`config.mk`:
```
export PLATFORM = sky130hd
export DESIGN_NAME = prefix_hold_unit
export DESIGN_NICKNAME = d
export VERILOG_FILES = /design/src/rtl/prefix_pkg.sv /design/src/rtl/pfx_lifetime.sv /design/src/rtl/pfx_store.sv /design/src/rtl/pfx_decode.sv /design/src/rtl/prefix_hold_unit.sv
export SDC_FILE = /design/constraint.sdc
export NUM_CORES = 1
export LEC_CHECK = 0
export BUFFER_PORTS_ARGS = -buffer_cell sky130_fd_sc_hd__buf_2
export CORE_ASPECT_RATIO = 1.25
export CORE_MARGIN = 8
export CORE_UTILIZATION = 30
export CTS_BUF_LIST = sky130_fd_sc_hd__clkbuf_16
export DETAILED_ROUTE_END_ITERATION = 8
export GPL_ROUTABILITY_DRIVEN = 0
export PLACE_DENSITY = 0.72
export RECOVER_POWER = 100
export SLEW_MARGIN = 40
export SYNTH_ARGS = -nofsm -noshare
export SYNTH_HDL_FRONTEND = slang
export SYNTH_SLANG_ARGS = --single-unit
export TNS_END_PERCENT = 1
```
`constraint.sdc`:
```
create_clock -name clk -period 1.15 [get_ports clk]
set_input_delay 0.0575 -clock clk [delete_from_list [all_inputs] [get_ports clk]]
set_output_delay 0.0575 -clock clk [all_outputs]
set_load 0.01 [all_outputs]
```
`src/rtl/prefix_pkg.sv`:
```
package prefix_pkg;
   // What the next clock edge does to the stored prefix state
   typedef enum logic [1:0] {
      PFX_HOLD   = 2'd0,
      PFX_LOAD   = 2'd1,
      PFX_EXPIRE = 2'd2
   } pfx_act_e;
endpackage

```
`src/rtl/pfx_lifetime.sv`:
```
module pfx_lifetime
   import prefix_pkg::*;
(
   input  logic     wr_en,
   input  logic     advance,
   output pfx_act_e act
);
   // A write always wins; otherwise a completed instruction ends the lifetime
   always_comb begin
      if (wr_en)        act = PFX_LOAD;
      else if (advance) act = PFX_EXPIRE;
      else              act = PFX_HOLD;
   end
endmodule

```
`src/rtl/pfx_store.sv`:
```
module pfx_store
   import prefix_pkg::*;
#(
   parameter int DATA_W    = 16,
   parameter int IDX_W     = 3,
   parameter bit ASYNC_RST = 1'b1
) (
   input  logic              clk,
   input  logic              rst_n,
   input  pfx_act_e          act,
   input  logic [DATA_W-1:0] ld_data,
   input  logic [IDX_W-1:0]  ld_idx,
   output logic [DATA_W-1:0] val_q,
   output logic [IDX_W-1:0]  idx_q
);
   logic [DATA_W-1:0] val_d;
   logic [IDX_W-1:0]  idx_d;

   always_comb begin
      unique case (act)
         PFX_LOAD: begin
            val_d = ld_data;
            idx_d = ld_idx;
         end
         PFX_EXPIRE: begin
            val_d = '0;
            idx_d = '0;
         end
         default: begin
            val_d = val_q;
            idx_d = idx_q;
         end
      endcase
   end

   generate
      if (ASYNC_RST) begin : g_arst
         always_ff @(posedge clk or negedge rst_n) begin
            if (!rst_n) begin
               val_q <= '0;
               idx_q <= '0;
            end else begin
               val_q <= val_d;
               idx_q <= idx_d;
            end
         end
      end else begin : g_srst
         always_ff @(posedge clk) begin
            if (!rst_n) begin
               val_q <= '0;
               idx_q <= '0;
            end else begin
               val_q <= val_d;
               idx_q <= idx_d;
            end
         end
      end
   endgenerate
endmodule

```
`src/rtl/pfx_decode.sv`:
```
module pfx_decode #(
   parameter int IDX_W  = 3,
   parameter int BYTE_W = 8,
   localparam int DST_W = IDX_W - 1
) (
   input  logic [BYTE_W-1:0] low_bits,
   input  logic [IDX_W-1:0]  idx_q,
   output logic [BYTE_W-1:0] pfx_byte,
   output logic              src_hi,
   output logic [DST_W-1:0]  dst_hi
);
   // Selector bit 0 picks the source bank; the upper bits pick the destination group
   assign pfx_byte = low_bits;
   assign src_hi   = idx_q[0];
   assign dst_hi   = idx_q[IDX_W-1:1];
endmodule

```
`src/rtl/prefix_hold_unit.sv`:
```
module prefix_hold_unit
   import prefix_pkg::*;
#(
   parameter int DATA_W    = 16,
   parameter int IDX_W     = 3,
   parameter int BYTE_W    = 8,
   parameter bit ASYNC_RST = 1'b1,
   localparam int DST_W    = IDX_W - 1
) (
   input  logic              clk,
   input  logic              rst_n,
   input  logic              wr_en,
   input  logic [IDX_W-1:0]  wr_idx,
   input  logic [DATA_W-1:0] wr_data,
   input  logic              advance,
   output logic [DATA_W-1:0] rd_data,
   output logic [BYTE_W-1:0] pfx_byte,
   output logic              src_hi,
   output logic [DST_W-1:0]  dst_hi
);
   generate
      if (BYTE_W < 1 || BYTE_W > DATA_W) begin : g_bad_byte
         $error("prefix_hold_unit: BYTE_W must lie in 1..DATA_W");
      end
      if (IDX_W < 2) begin : g_bad_idx
         $error("prefix_hold_unit: IDX_W must be at least 2");
      end
   endgenerate

   pfx_act_e          act;
   logic [DATA_W-1:0] val_q;
   logic [IDX_W-1:0]  idx_q;

   pfx_lifetime i_life (
      .wr_en   (wr_en),
      .advance (advance),
      .act     (act)
   );

   pfx_store #(
      .DATA_W    (DATA_W),
      .IDX_W     (IDX_W),
      .ASYNC_RST (ASYNC_RST)
   ) i_store (
      .clk     (clk),
      .rst_n   (rst_n),
      .act     (act),
      .ld_data (wr_data),
      .ld_idx  (wr_idx),
      .val_q   (val_q),
      .idx_q   (idx_q)
   );

   pfx_decode #(
      .IDX_W  (IDX_W),
      .BYTE_W (BYTE_W)
   ) i_dec (
      .low_bits (val_q[BYTE_W-1:0]),
      .idx_q    (idx_q),
      .pfx_byte (pfx_byte),
      .src_hi   (src_hi),
      .dst_hi   (dst_hi)
   );

   assign rd_data = val_q;
endmodule

```
==> results of run 1 <==
-- cell usage in the layout (no fill, tap or decap) --
| master | synthesis | routed |
|---|---|---|
| clkbuf_1 | 0 | 27 |
| a22o_1 | 12 | 12 |
| clkbuf_16 | 0 | 3 |
| buf_4 | 8 | 1 |
| a22o_2 | 7 | 7 |
| nor2_4 | 1 | 1 |
| inv_1 | 0 | 1 |
| dfrtp_1 | 19 | 19 |
| dlygate4sd3_1 | 0 | 1 |
| clkbuf_2 | 0 | 1 |
| buf_2 | 0 | 21 |
| buf_12 | 0 | 1 |
-- state kept, by name (all words and copies together) (netlist names) --
signal,count
i_store.idx_q,3
i_store.val_q,16
-- repair_timing --
action,in CTS,in global routing
endpoints found under the hold margin,19,0
endpoints found under the setup margin,0,0
hold buffers,1,0
-- kinds of logic (layout without fill, tap and decap cells) --
kind of cell           after synthesis  count (layout)  synth area share [%]
AOI/OAI and AO/OA                   19              19                  23.1
DFF                                 19              19                  62.6
buffers and inverters               11              56                  12.8
and+or+nand+nor                      1               1                  1.48
-- final cells by class --
type	instances	area, um^2	area share [%]
Sequential cell	19	475	46.1
Timing Repair Buffer	52	249	24.2
Multi-Input combinational cell	20	186	18.1
Clock buffer	3	75.1	7.28
Tap cell	33	41.3	4.00
Clock inverter	1	3.75	0.364
-- power by group through the flow --
| stage | Sequential (uW) | Combinational, uW | Clock, uW |
|---|---|---|---|
| final | 750 | 226 | 692 |
| after global routing | 755 | 247 | 726 |
| after CTS | 748 | 251 | 707 |
| after detailed placement | 758 | 248 | 0 |
| after global placement | 756 | 243 | 0 |
| after floorplan | 781 | 116 | 0 |
-- worst min path at each step --
stage	slack, ns	end	startpoint	cells past startpoint
after global placement	0.006	i_store.val_q[5]$_DFFE_PN0P_	rst_n	1
after detailed placement	0.02	i_store.val_q[6]$_DFFE_PN0P_	rst_n	1
final	0.03	i_store.val_q[13]$_DFFE_PN0P_	wr_data[13]	2
after floorplan	-0.24	i_store.idx_q[0]$_DFFE_PN0P_	rst_n	0
after CTS	0.03	i_store.idx_q[1]$_DFFE_PN0P_	wr_idx[1]	2
after global routing	0.03	i_store.val_q[13]$_DFFE_PN0P_	wr_data[13]	2
-- layer usage --
layer	part of all wire [%]	routed length [um]
met1	40	772
met2	46	894
met3	12	237
met4	1.1	22
met5	0	0
-- synthesized netlist by cell type --
library cell	number
buf_6	2
a22o_2	7
nor2_4	1
buf_8	1
buf_4	8
a22o_1	12
dfrtp_1	19
-- metrics by stage --
step                area, um^2  setup WS (ns)  cells  utilization (%)  total power, uW
finish                    1030          0.306    128             42.5             1670
global route              1030          0.267    128             42.5             1730
CTS                       1060          0.301    128             43.9             1710
detailed placement         976          0.380    123             40.2             1010
global placement           976          0.391    123             40.2              999
floorplan                  759          0.422     50                -              897
==> results.cfg, run 1 <==
[sta]
hold_viol_final = 0
tightest_slew_ns = 0.450
finalSetupViolations = 0
fin_crit_ns = 0.844
slew_violations = 0
fin_skew_ns = 0
fin_tns_setup_ns = 0
max_slew_margin_pct = 70.0
grt_setup_unrepaired = false
whs_ns = 0.0339
timing.fmax_ghz = 1.18
min_period_over_period_pct = 73.4

[synth]
synth_area_leader_cell = dfrtp_1
synth_warnings = 0
syn_inst = 50
ys_types = 7
synthTopCellsByArea = dfrtp_1, a22o_1, a22o_2, buf_4, buf_6
synth_seq_cells = 19
synth_top_area_share_pct = 62.6
netlist_area_um2 = 759
seq_area_frac_synth_pct = 62.6
syn_area_per_cell_um2 = 15.2
synth_nets = 73

[power]
combPwrFrac_pct = 13.6
leakage_uw = 0.000490
switching_share_pct = 22.9
ir_drop_mv = 0.650
p_sw_uw = 382
pwr-share-clk_pct = 41.5
seqPwrFrac_pct = 44.9
internal_power_uw = 1290
power_density_mw_per_mm2 = 1620

[floorplanning]
die_area_mm2 = 0.00441
die_w_um = 61.0
start_util_pct = 31.3
core.rowCount = 20
io_pins = 50
fp.dieH_um = 72.3
core-area_mm2 = 0.00243

[job]
maxCapViolCount = 0

[route]
wl_per_cell_um = 15.0
routed_via_density = 4.45
ant_nets = 0
wirelength_um = 1930
drtIter0Drc = 19
firstDrtPassIters = 4
drc = 0
num_vias = 569

[global_route]
grt_usage_pct = 8.22
grt_pass1_vias = 601
grt.overflow.total = 0
grt_pass1_wl_um = 2770
grt_max_degree = 20
top_usage_layer = met2
antenna_found_initial = 0
use_met2_pct = 12.7
gr-usage-met3_pct = 2.83
gr-usage-met1_pct = 9.77

[setup_path]
cp.depth = 1
worstSetupEndpointType = output pin
path_max_fanout = 3
worst-setup-path-type = reg -> out
rr_endpoint = i_store.val_q[1]$_DFFE_PN0P_
startpoint = i_store.val_q[0]$_DFFE_PN0P_
reg2reg_slack_ns = 0.43
worstSetupEndpoint = rd_data[0]
path_delay_family = flip-flops
reg2reg_depth = 1
worstPathRequired_ns = 1.09
worst-path-buf-inv = 1
cp_slowest_cell = dfrtp_1
cp_cell_sequence = clkbuf_1
start_kind = flop
slowest_delay_ns = 0.37
cp.arrival_ns = 0.79
regToRegStartpoint = i_store.val_q[1]$_DFFE_PN0P_

[hold_path]
hold_path.class = in -> reg

[clock_tree]
post_cts_resized = 0
clock_sinks = 19
numCtsBuffers = 3
clockBufferDepth = 2
clk_pin_slew_worst_paths_ns = 0.05
cts_tree = built
cts_root_buf = clkbuf_16
postCtsSetupBuffers = 0
htree_num_levels = 1
insertion_delay_ns = 0.25

[outcome]
outcome = complete, no violations

[placement]
io_buffer_count = 49

[layout]
num-fill-cells = 254
synthToLayoutAreaGrowth_pct = 35.7
drive_above_1_share_pct = 36.8
diodes = 0
fin_nets = 119
Note: power is estimated with default switching activity, not from simulation.
==> inputs of run 2 (changes only) <==
==> constraint.sdc (replaced) <==
create_clock -name clk -period 0.8 [get_ports clk]
set_input_delay 0.04 -clock clk [delete_from_list [all_inputs] [get_ports clk]]
set_output_delay 0.04 -clock clk [all_outputs]
set_load 0.01 [all_outputs]
==> run 2 against run 1 <==
Effect of this change: the flow now finishes with violations (negative setup slack); core utilization increased by 2.0 points; clock power up 43%; worst setup slack got worse by 0.33 ns; design area increased by 4.7%; sequential share of layout area is 2.1 points lower; die area unchanged; register-to-register slack got worse by 0.43 ns; power increased by 45%; first-iteration DRC count increased by 5.3%; worst hold slack worse by 0.018 ns; largest cell class unchanged.
==> results.cfg, run 2 (synthesis gave the netlist of run 1 again) <==
[setup_path]
start_kind = flop
reg2reg_slack_ns = 0
rr_endpoint = i_store.val_q[3]$_DFFE_PN0P_
startpoint = i_store.val_q[0]$_DFFE_PN0P_
worstSetupEndpointType = output pin
path_max_fanout = 3
worst-setup-path-type = reg -> out
worstPathRequired_ns = 0.76
slowest_delay_ns = 0.39
regToRegStartpoint = i_store.val_q[3]$_DFFE_PN0P_
path_delay_family = flip-flops
cp_slowest_cell = dfrtp_1
reg2reg_depth = 2
cp.arrival_ns = 0.78
cp_cell_sequence = buf_2
worst-path-buf-inv = 1

[power]
ir_drop_mv = 0.951
power_density_mw_per_mm2 = 2250
seqPwrFrac_pct = 44.2
p_sw_uw = 544
internal_power_uw = 1880
pwr-share-clk_pct = 40.9
finalPower_uw = 2430
leakage_uw = 0.000592
combPwrFrac_pct = 14.9
switching_share_pct = 22.4

[sta]
fin_tns_setup_ns = -0.280
fin_skew_ns = 0
setup_slack_ns = -0.0208
finalSetupViolations = 25
timing.fmax_ghz = 1.22
hold_viol_final = 0
min_period_over_period_pct = 103
fin_crit_ns = 0.821
tightest_slew_ns = 0.457
max_slew_margin_pct = 69.6
slew_violations = 0
grt_setup_unrepaired = true

[placement]
dp_cells = 124
dp_worst_setup_slack_ns = 0.0461
io_buffer_count = 49

[global_route]
antenna_found_initial = 0
grt_pass1_vias = 603
grt_usage_pct = 8.22
grt_pass1_wl_um = 2790
grt_max_degree = 20
grt.overflow.total = 0

[job]
maxCapViolCount = 0

[hold_path]
holdPathStages = 2
holdPathEnd = i_store.val_q[14]$_DFFE_PN0P_
hold_path.class = in -> reg
min_from = wr_data[14]

[clock_tree]
cts_root_buf = clkbuf_16
insertion_delay_ns = 0.25
numCtsBuffers = 3
clk_pin_slew_worst_paths_ns = 0.05
clock_sinks = 19
clockBufferDepth = 2
htree_num_levels = 1
post_cts_resized = 0
cts_tree = built

[route]
drtIter0Drc = 20
num_vias = 590
wl_per_cell_um = 14.6
firstDrtPassIters = 2
ant_nets = 0
drc = 0
wirelength_um = 1900
routed_via_density = 4.54

[floorplanning]
core-area_mm2 = 0.00243
fp.dieH_um = 72.3
io_pins = 50
die_w_um = 61.0
start_util_pct = 31.3
die_area_mm2 = 0.00441
core.rowCount = 20

[layout]
drive_above_1_share_pct = 66.0
largest_register_ff_count = 16
synthToLayoutAreaGrowth_pct = 42.2
num-fill-cells = 245
finalNonFillerCells = 130
final_cell_mix = buf_2, dfrtp_1, a22o_1
largest_register = i_store.val_q
final_common_cell = buf_2
diodes = 0
largestRegisters = i_store.val_q (16), i_store.idx_q (3)
fin_nets = 121

[outcome]
violations = negative setup slack
outcome = complete, but fails checks
[run 2: final cells by class]
| cell class | count | area, um^2 | share of cell area (%) |
|---|---|---|---|
| sequential | 19 | 475 | 44.0 |
| clock buffer | 3 | 75.1 | 6.95 |
| clock inverter | 1 | 3.75 | 0.348 |
| multi-input combinational | 20 | 186 | 17.3 |
| timing repair buffer | 54 | 298 | 27.6 |
| tap | 33 | 41.3 | 3.82 |
[run 2: worst max-delay path by stage]
stage | end | slack [ns] | cells after the start
finish | rd_data[0] | -0.02 | 1
global route | pfx_byte[1] | -0.05 | 1
CTS | rd_data[0] | -0.03 | 1
detailed placement | i_store.val_q[12]$_DFFE_PN0P_ | 0.05 | 3
global placement | i_store.val_q[13]$_DFFE_PN0P_ | 0.06 | 3
floorplan | i_store.val_q[0]$_DFFE_PN0P_ | 0.07 | 1
[run 2: per-stage QoR]
step	instance area [um^2]	hold WS [ns]	util, %
after floorplan	759	-0.256	-
after global placement	983	-0.0120	40.5
after detailed placement	983	-0.000880	40.5
after CTS	1080	0.0125	44.5
after global routing	1080	0.0184	44.5
final	1080	0.0158	44.5
[run 2: per-layer routing]
| metal | GRT usage, % | part of all wire, % | routed length (um) |
|---|---|---|---|
| met1 | 9.56 | 40 | 757 |
| met2 | 13.5 | 49 | 925 |
| met3 | 2.48 | 10 | 197 |
| met4 | 3.12 | 1.2 | 22 |
| met5 | 0 | 0 | 0 |
[run 2: power by group through the flow]
stage | Combinational, uW | Clock (uW) | Sequential [uW]
3_3_place_gp | 353 | 0 | 1090
2_1_floorplan | 166 | 0 | 1120
3_5_place_dp | 360 | 0 | 1090
4_1_cts | 369 | 1020 | 1070
6_report | 361 | 991 | 1070
5_1_grt | 389 | 1040 | 1080
[run 2: timing repair]
action	in CTS	in global routing
buffers inserted	1	0
pin swaps	0	0
endpoints found under the hold margin	19	0
cloned	0	0
hold buffers	1	0
setup endpoints to repair	27	28
==> inputs of run 3 (changes only) <==
--- a/config.mk
+++ b/config.mk
@@ -6,13 +6,15 @@
 export NUM_CORES = 1
 export LEC_CHECK = 0
 export BUFFER_PORTS_ARGS = -buffer_cell sky130_fd_sc_hd__buf_2
+export CELL_PAD_IN_SITES_DETAIL_PLACEMENT = 1
+export CELL_PAD_IN_SITES_GLOBAL_PLACEMENT = 2
 export CORE_ASPECT_RATIO = 1.25
 export CORE_MARGIN = 8
-export CORE_UTILIZATION = 30
+export CORE_UTILIZATION = 24
 export CTS_BUF_LIST = sky130_fd_sc_hd__clkbuf_16
 export DETAILED_ROUTE_END_ITERATION = 8
 export GPL_ROUTABILITY_DRIVEN = 0
-export PLACE_DENSITY = 0.72
+export PLACE_DENSITY = 0.82
 export RECOVER_POWER = 100
 export SLEW_MARGIN = 40
 export SYNTH_ARGS = -nofsm -noshare
==> run 3 against run 2 <==
Effect of this change: the run still ends with negative setup slack left; global-route usage up 0.19 points; final cell count up 0.77%; register-to-register slack better by 0.09 ns; routed wire length up 13%; die area up 19%; sequential cell count unchanged; sequential share of layout area up 0.41 points; via count up 0.34%; largest power group unchanged.
==> results.cfg, run 3 (synthesis gave the netlist of run 1 again) <==
[outcome]
outcome = complete, but fails checks
violations = negative setup slack

[setup_path]
worstSetupEndpointType = output pin
cp.depth = 1
slowest_delay_ns = 0.40
worst-setup-path-type = reg -> out
rr_endpoint = i_store.val_q[10]$_DFFE_PN0P_
regToRegStartpoint = i_store.val_q[10]$_DFFE_PN0P_
worst-path-buf-inv = 1
cp_cell_sequence = buf_2
worstPathRequired_ns = 0.76
path_delay_family = flip-flops
cp_slowest_cell = dfrtp_1
cp.arrival_ns = 0.79
start_kind = flop
reg2reg_slack_ns = 0.09
path_max_fanout = 3
reg2reg_depth = 1

[route]
firstDrtPassIters = 4
drtIter0Drc = 44
drc = 0
met3_length_um = 270
routed_via_density = 4.52
dr_wl_met2_um = 970
wirelength_um = 2150
met1Wirelength_um = 901
wl_per_cell_um = 16.4
top_layer_used = met4
ant_nets = 0
num_vias = 592

[clock_tree]
clock_sinks = 19
numCtsBuffers = 3
cts_tree = built
htree_num_levels = 1
insertion_delay_ns = 0.25
cts_root_buf = clkbuf_16
postCtsSetupBuffers = 0
clk_pin_slew_worst_paths_ns = 0.05
clockBufferDepth = 2

[sta]
tightest_slew_ns = 0.459
timing.fmax_ghz = 1.20
max_slew_margin_pct = 69.4
slew_violations = 0
grt_setup_unrepaired = true
hold_viol_final = 0
fin_crit_ns = 0.833
finalSetupViolations = 27
fin_skew_ns = 0
setup_slack_ns = -0.0333
whs_ns = 0.0161
min_period_over_period_pct = 104

[job]
maxCapViolCount = 0

[hold_path]
holdPathEnd = i_store.val_q[14]$_DFFE_PN0P_
holdPathStages = 2
hold_path.class = in -> reg
min_from = wr_data[14]

[floorplanning]
io_pins = 50
core-area_mm2 = 0.00311
die_area_mm2 = 0.00523
start_util_pct = 24.4
die_w_um = 66.3
core.rowCount = 23
fp.dieH_um = 78.9

[power]
p_sw_uw = 556
switching_share_pct = 22.8
leakage_uw = 0.000578
seqPwrFrac_pct = 44.2
pwr-share-clk_pct = 41.1
power_density_mw_per_mm2 = 2280
internal_power_uw = 1880
ir_drop_mv = 0.923
combPwrFrac_pct = 14.6

[layout]
fin_nets = 118
final_common_cell = buf_2
drive_above_1_share_pct = 66.0
largestRegisters = i_store.val_q (16), i_store.idx_q (3)
diodes = 0
largest_register_ff_count = 16
synthToLayoutAreaGrowth_pct = 40.9
finalNonFillerCells = 131
final_cell_mix = buf_2, dfrtp_1, a22o_1
largest_register = i_store.val_q

[placement]
dp_cells = 126
dp_hpwl_um = 1700
io_buffer_count = 49

[global_route]
grt_pass1_vias = 711
grt_max_degree = 20
grt_usage_pct = 8.41
grt_pass1_wl_um = 3560
antenna_found_initial = 0
grt.overflow.total = 0
-- run 3: cell types whose count changed in the layout (fill, tap and decap cells not counted), sizes merged --
cell,change
inv,-1
buf,-3
clkinv,+1
-- run 3: how the worst max path moves through the flow --
stage | from | to | slack [ns]
2_1_floorplan | i_store.val_q[0]$_DFFE_PN0P_ | i_store.val_q[0]$_DFFE_PN0P_ | 0.07
3_3_place_gp | wr_en | i_store.idx_q[0]$_DFFE_PN0P_ | 0.02
3_5_place_dp | wr_en | i_store.val_q[12]$_DFFE_PN0P_ | -0.03
4_1_cts | i_store.val_q[5]$_DFFE_PN0P_ | pfx_byte[5] | -0.04
5_1_grt | i_store.val_q[5]$_DFFE_PN0P_ | pfx_byte[5] | -0.07
6_report | i_store.val_q[5]$_DFFE_PN0P_ | pfx_byte[5] | -0.03
-- run 3: area by class of cell --
class	instances	area [um^2]
multi-input cells	20	186
fillers	356	2040
repair buffers	51	282
clock buffers	3	75.1
flip-flops and latches	19	475
clock inverters	1	5.00
well taps	37	46.3
-- run 3: repair_timing --
action,in CTS,in global routing
gates resized for setup,0,1
hold buffers,1,0
endpoints found under the hold margin,19,0
endpoints found under the setup margin,27,27
-- run 3: power groups by stage --
stage,logic (uW),registers (uW),clock network (uW)
floorplan,166,1120,0
global route,395,1090,1080
finish,357,1080,1000
global placement,349,1090,0
CTS,364,1080,1030
detailed placement,360,1090,0
-- run 3: metrics by stage --
step | area, um^2 | setup TNS [ns] | worst slack (ns) | util, % | power (uW)
after floorplan | 759 | 0 | 0.0724 | - | 1290
after global placement | 973 | 0 | 0.0180 | 31.3 | 1440
after detailed placement | 973 | -0.257 | -0.0256 | 31.3 | 1450
after CTS | 1060 | -0.680 | -0.0419 | 34.2 | 2470
after global routing | 1070 | -1.27 | -0.0695 | 34.4 | 2560
final | 1070 | -0.425 | -0.0333 | 34.4 | 2440
-- run 3: layer usage --
layer / vias to the layer above / GRT usage (%)
li1: 268 / -
met1: 282 / 10.9
met2: 40 / 13.1
met3: 2 / 3.38
met4: 0 / 1.28
met5: - / 0
